`config.mk`:
```
export PLATFORM = sky130hd
export DESIGN_NAME = lirq_split
export DESIGN_NICKNAME = d
export VERILOG_FILES = /design/src/rtl/lirq_pkg.sv /design/src/rtl/lirq_route.sv /design/src/rtl/lirq_regs.sv /design/src/rtl/lirq_split.sv
export SDC_FILE = /design/constraint.sdc
export NUM_CORES = 1
export LEC_CHECK = 0
export CAP_MARGIN = 30
export CORE_ASPECT_RATIO = 1.1
export CORE_MARGIN = 8
export CORE_UTILIZATION = 42
export CTS_BUF_LIST = sky130_fd_sc_hd__clkbuf_8
export CTS_CLUSTER_SIZE = 24
export DETAILED_ROUTE_END_ITERATION = 6
export HOLD_SLACK_MARGIN = 0.1
export PLACE_DENSITY = 0.86
export SLEW_MARGIN = 15
export SYNTH_ARGS = -nofsm -noshare
export SYNTH_HDL_FRONTEND = slang
export SYNTH_SLANG_ARGS = --single-unit
```
`constraint.sdc`:
```
create_clock -name clk -period 1.92 [get_ports clk]
set_input_delay 0.192 -clock clk [delete_from_list [all_inputs] [get_ports clk]]
set_output_delay 0.192 -clock clk [all_outputs]
set_load 0.005 [all_outputs]
```
`src/rtl/lirq_pkg.sv`:
```
package lirq_pkg;

  // Register selected by a bus offset
  typedef enum logic [1:0] {
    SEL_NONE = 2'd0,
    SEL_STAT = 2'd1,
    SEL_EN   = 2'd2
  } lirq_sel_e;

endpackage

```
`src/rtl/lirq_route.sv`:
```
module lirq_route #(
  parameter int unsigned NUM_SRC   = 32,
  parameter int unsigned FAST_LINE = 8
) (
  input  logic [NUM_SRC-1:0] src_lvl,
  input  logic [NUM_SRC-1:0] en_q,
  output logic [NUM_SRC-1:0] pend,
  output logic               irq_o,
  output logic               fiq_o
);

  function automatic logic [NUM_SRC-1:0] gate_lines(input logic [NUM_SRC-1:0] lvl,
                                                   input logic [NUM_SRC-1:0] en);
    return lvl & en;
  endfunction

  logic [NUM_SRC-1:0] fast_bits;
  logic [NUM_SRC-1:0] slow_bits;

  assign pend = gate_lines(src_lvl, en_q);

  // Each line goes to exactly one of the two outputs
  for (genvar i = 0; i < NUM_SRC; i++) begin : g_steer
    if (i == FAST_LINE) begin : g_fast
      assign fast_bits[i] = pend[i];
      assign slow_bits[i] = 1'b0;
    end else begin : g_slow
      assign fast_bits[i] = 1'b0;
      assign slow_bits[i] = pend[i];
    end
  end

  assign irq_o = |slow_bits;
  assign fiq_o = |fast_bits;

endmodule

```
`src/rtl/lirq_regs.sv`:
```
module lirq_regs
  import lirq_pkg::*;
#(
  parameter int unsigned          NUM_SRC  = 32,
  parameter int unsigned          ADDR_W   = 8,
  parameter int unsigned          STAT_OFS = 'h44,
  parameter int unsigned          EN_OFS   = 'h48,
  parameter logic [NUM_SRC-1:0]   EN_RESET = 32'hFFFE_F7FF
) (
  input  logic               clk,
  input  logic               rst_n,
  input  logic [ADDR_W-1:0]  bus_addr,
  input  logic               bus_wr,
  input  logic               bus_rd,
  input  logic [NUM_SRC-1:0] bus_wdata,
  input  logic [NUM_SRC-1:0] pend,
  output logic [NUM_SRC-1:0] en_q,
  output logic [NUM_SRC-1:0] bus_rdata
);

  localparam logic [ADDR_W-1:0] STAT_A = ADDR_W'(STAT_OFS);
  localparam logic [ADDR_W-1:0] EN_A   = ADDR_W'(EN_OFS);

  function automatic lirq_sel_e decode(input logic [ADDR_W-1:0] a);
    if (a == STAT_A)    return SEL_STAT;
    else if (a == EN_A) return SEL_EN;
    else                return SEL_NONE;
  endfunction

  lirq_sel_e          sel;
  logic               en_wr;
  logic [NUM_SRC-1:0] rd_mux;

  assign sel   = decode(bus_addr);
  assign en_wr = bus_wr && (sel == SEL_EN);

  always_comb begin
    unique case (sel)
      SEL_STAT: rd_mux = pend;
      SEL_EN:   rd_mux = en_q;
      default:  rd_mux = '0;
    endcase
  end

  always_ff @(posedge clk) begin
    if (!rst_n) begin
      en_q <= EN_RESET;
    end else if (en_wr) begin
      en_q <= bus_wdata;
    end
  end

  always_ff @(posedge clk) begin
    if (!rst_n) begin
      bus_rdata <= '0;
    end else begin
      bus_rdata <= bus_rd ? rd_mux : '0;
    end
  end

endmodule

```
`src/rtl/lirq_split.sv`:
```
module lirq_split #(
  parameter int unsigned        NUM_SRC   = 32,
  parameter int unsigned        FAST_LINE = 8,
  parameter int unsigned        ADDR_W    = 8,
  parameter int unsigned        STAT_OFS  = 'h44,
  parameter int unsigned        EN_OFS    = 'h48,
  parameter logic [NUM_SRC-1:0] EN_RESET  = 32'hFFFE_F7FF
) (
  input  logic               clk,
  input  logic               rst_n,
  input  logic [NUM_SRC-1:0] src_lvl,
  input  logic [ADDR_W-1:0]  bus_addr,
  input  logic               bus_wr,
  input  logic               bus_rd,
  input  logic [NUM_SRC-1:0] bus_wdata,
  output logic [NUM_SRC-1:0] bus_rdata,
  output logic               irq_o,
  output logic               fiq_o
);

  // Named internal state, brought out for the checker
  logic [NUM_SRC-1:0] en_q;
  logic [NUM_SRC-1:0] pend_w;

  lirq_regs #(
    .NUM_SRC (NUM_SRC),
    .ADDR_W  (ADDR_W),
    .STAT_OFS(STAT_OFS),
    .EN_OFS  (EN_OFS),
    .EN_RESET(EN_RESET)
  ) u_regs (
    .clk      (clk),
    .rst_n    (rst_n),
    .bus_addr (bus_addr),
    .bus_wr   (bus_wr),
    .bus_rd   (bus_rd),
    .bus_wdata(bus_wdata),
    .pend     (pend_w),
    .en_q     (en_q),
    .bus_rdata(bus_rdata)
  );

  lirq_route #(
    .NUM_SRC  (NUM_SRC),
    .FAST_LINE(FAST_LINE)
  ) u_route (
    .src_lvl(src_lvl),
    .en_q   (en_q),
    .pend   (pend_w),
    .irq_o  (irq_o),
    .fiq_o  (fiq_o)
  );

endmodule

```
==> flow_summary.ini <==
[status]
outcome = finished with violations
violations = setup timing

[drt]
drc = 0
drt-total-wl_um = 8073
vias = 2537
avgRoutedWirePerCell_um = 16.24
via_per_inst = 5.105
firstDrtPassIters = 4
drt-initial-drc-count = 128
ant_nets = 0

[logic_synthesis]
netlist_area_um2 = 2464
synth_edf_count = 0
yosys_warnings = 0
synthDistinctLibCells = 22
syn-num-nets = 383
yosysSeqAreaShare_pct = 52.01
synth_cells = 307
yosys_register_bits = 64
postSynthAreaPerCell_um2 = 8.025
synthFlopType = dfxtp_1
async_flop_share_pct = 0

[layout]
nets = 491
fillCellCount = 487
final_cell_mix = nand2_1, clkdlybuf4s50_1, dfxtp_1, nand3_1, a21oi_1
area_delta_synth_final_pct = 57.64
antenna_cells = 0
drive_above_1_share_pct = 8.810
multi_input_area_um2 = 1052
final_area_um2 = 3884
final_common_cell = nand2_1
regArea_um2 = 1285

[clock_tree]
clk_pin_slew_ns = 0.07
cts_tree = yes
clock-sinks = 64
holdBufCountCts = 0
cts_buffers = 9
cts-htree-levels = 3
clk_latency_ns = 0.33
clockBufferDepth = 2
root_buffer = clkbuf_8

[grt]
grt_usage_pct = 19.11
grt_max_degree = 35
grt_pass1_wl_um = 12420
antenna_found_initial = 0
grt.overflow.total = 0
first_global_vias = 2583

[sta]
slew_headroom_pct = 75.43
fin_worst_skew_ns = 0.002751
finalCriticalPeriod_ns = 2.027
rsz0062_at_grt = true
period_share_pct = 105.6
setup_ws_ns = -0.1067
max_freq_mhz = 493.4
setup_violations = 1
timing_hold_violations_final = 0
tightest_slew_ns = 0.3686
finalMaxSlewViolations = 0

[min_path]
hp-class = in2reg

[power]
leakage_nw = 1.545
peakVddDrop_uv = 461.3
power_density_nw_per_um2 = 776.3

[worst_setup_path]
critPathCaptureType = primary output
cp_data_required_time_ns = 1.73
startpoint_type = register
critPathKind = reg2out
cp_data_arrival_time_ns = 1.83
worst-path-max-fanout = 3

[die]
row_count = 29
die_h_um = 96.33
die_w_um = 89.03
io_pins = 110
die_area_um2 = 8575
start_util_pct = 42.97
core_area_um2 = 5733

[placement]
dp_hpwl_um = 5875
gp_congestion = 0.7689
dpl_worst_slack_ns = -0.4917
port_buffers = 109
placed_area_um2 = 3633

[flow_run]
max_cap_viol_count = 0
cell families after synthesis:
family | Yosys count | synth area share, %
flip-flops | 64 | 52.01
AND/OR/NAND/NOR | 174 | 30.57
buffers and inverters | 22 | 5.282
AO/OA/AOI/OAI | 47 | 12.14
layout make-up:
class                   instances  share of cell area (%)
flip-flops and latches         64                   33.09
repair buffers                119                   30.83
multi-input cells             221                   27.09
clock buffers                  10                   3.544
clock inverters                 6                   2.964
well taps                      77                   2.481
per-layer routing:
layer | track usage (%) | vias up | part of all wire [%]
met1 | 18.61 | 1157 | 34
met2 | 35.00 | 122 | 52
met5 | 0 | - | 0
met3 | 7.173 | 18 | 12
li1 | - | 1240 | -
met4 | 8.599 | 0 | 2.3
registers in the layout (all words and copies together), names as in the netlist:
register	cells
u_regs.en_q	32
u_regs.bus_rdata	32
final timing paths:
path	from	endpoint	slack, ns	depth (start not counted)
worst max-delay path	u_regs.en_q[6]$_SDFFE_PN1P_	irq_o	-0.11	5
worst max register to register	u_regs.en_q[28]$_SDFFE_PN1P_	u_regs.en_q[28]$_SDFFE_PN1P_	1.20	3
worst min-delay path	src_lvl[6]	u_regs.bus_rdata[6]$_SDFF_PN0_	0.30	3
worst min register to register	u_regs.en_q[22]$_SDFFE_PN1P_	u_regs.bus_rdata[22]$_SDFF_PN0_	0.45	2
worst max-delay path: stages, from the launching register on:
cell and delay, ns:
dfxtp_2 0.33, a22o_1 0.23, a221oi_2 0.18, nand3_1 0.10
or4_1 0.51, buf_2 0.15
power breakdown:
part           internal [mW]  switching [mW]
Sequential              1.33         0.00142
Clock                  0.904           0.534
Combinational          0.163          0.0830
Total                   2.40           0.618
stage by stage:
step                cells  TNS [ns]  power [mW]  utilization (%)  hold slack (ns)
floorplan             307         0       1.418                -           0.3162
global route          497   -0.1708       3.115            67.74           0.2867
detailed placement    481   -0.4917       1.606            63.38           0.4397
CTS                   497   -0.1245       3.035            67.72           0.2822
global placement      481   -0.4477       1.601            63.38           0.4291
finish                497   -0.1067       3.015            67.74           0.2983
Yosys cell counts (2+ instances only):
cell type / n / area (µm²)
nand3_1: 37 / 185.2
and2_1: 2 / 12.51
a21oi_2: 4 / 35.03
nand2_1: 127 / 476.7
a22oi_1: 12 / 90.09
nand4_1: 2 / 12.51
clkbuf_1: 10 / 37.54
buf_8: 3 / 45.04
buf_1: 3 / 11.26
a21oi_1: 28 / 140.1
dfxtp_1: 64 / 1281
buf_2: 5 / 25.02
timing repair:
| item | CTS | global route |
|---|---|---|
| cloned | 0 | 0 |
| gates resized for setup | 7 | 1 |
| endpoints found under the setup margin | 1 | 1 |
| setup buffers | 0 | 0 |
| pin swaps | 3 | 2 |
Note: power is estimated with default switching activity, not from simulation.
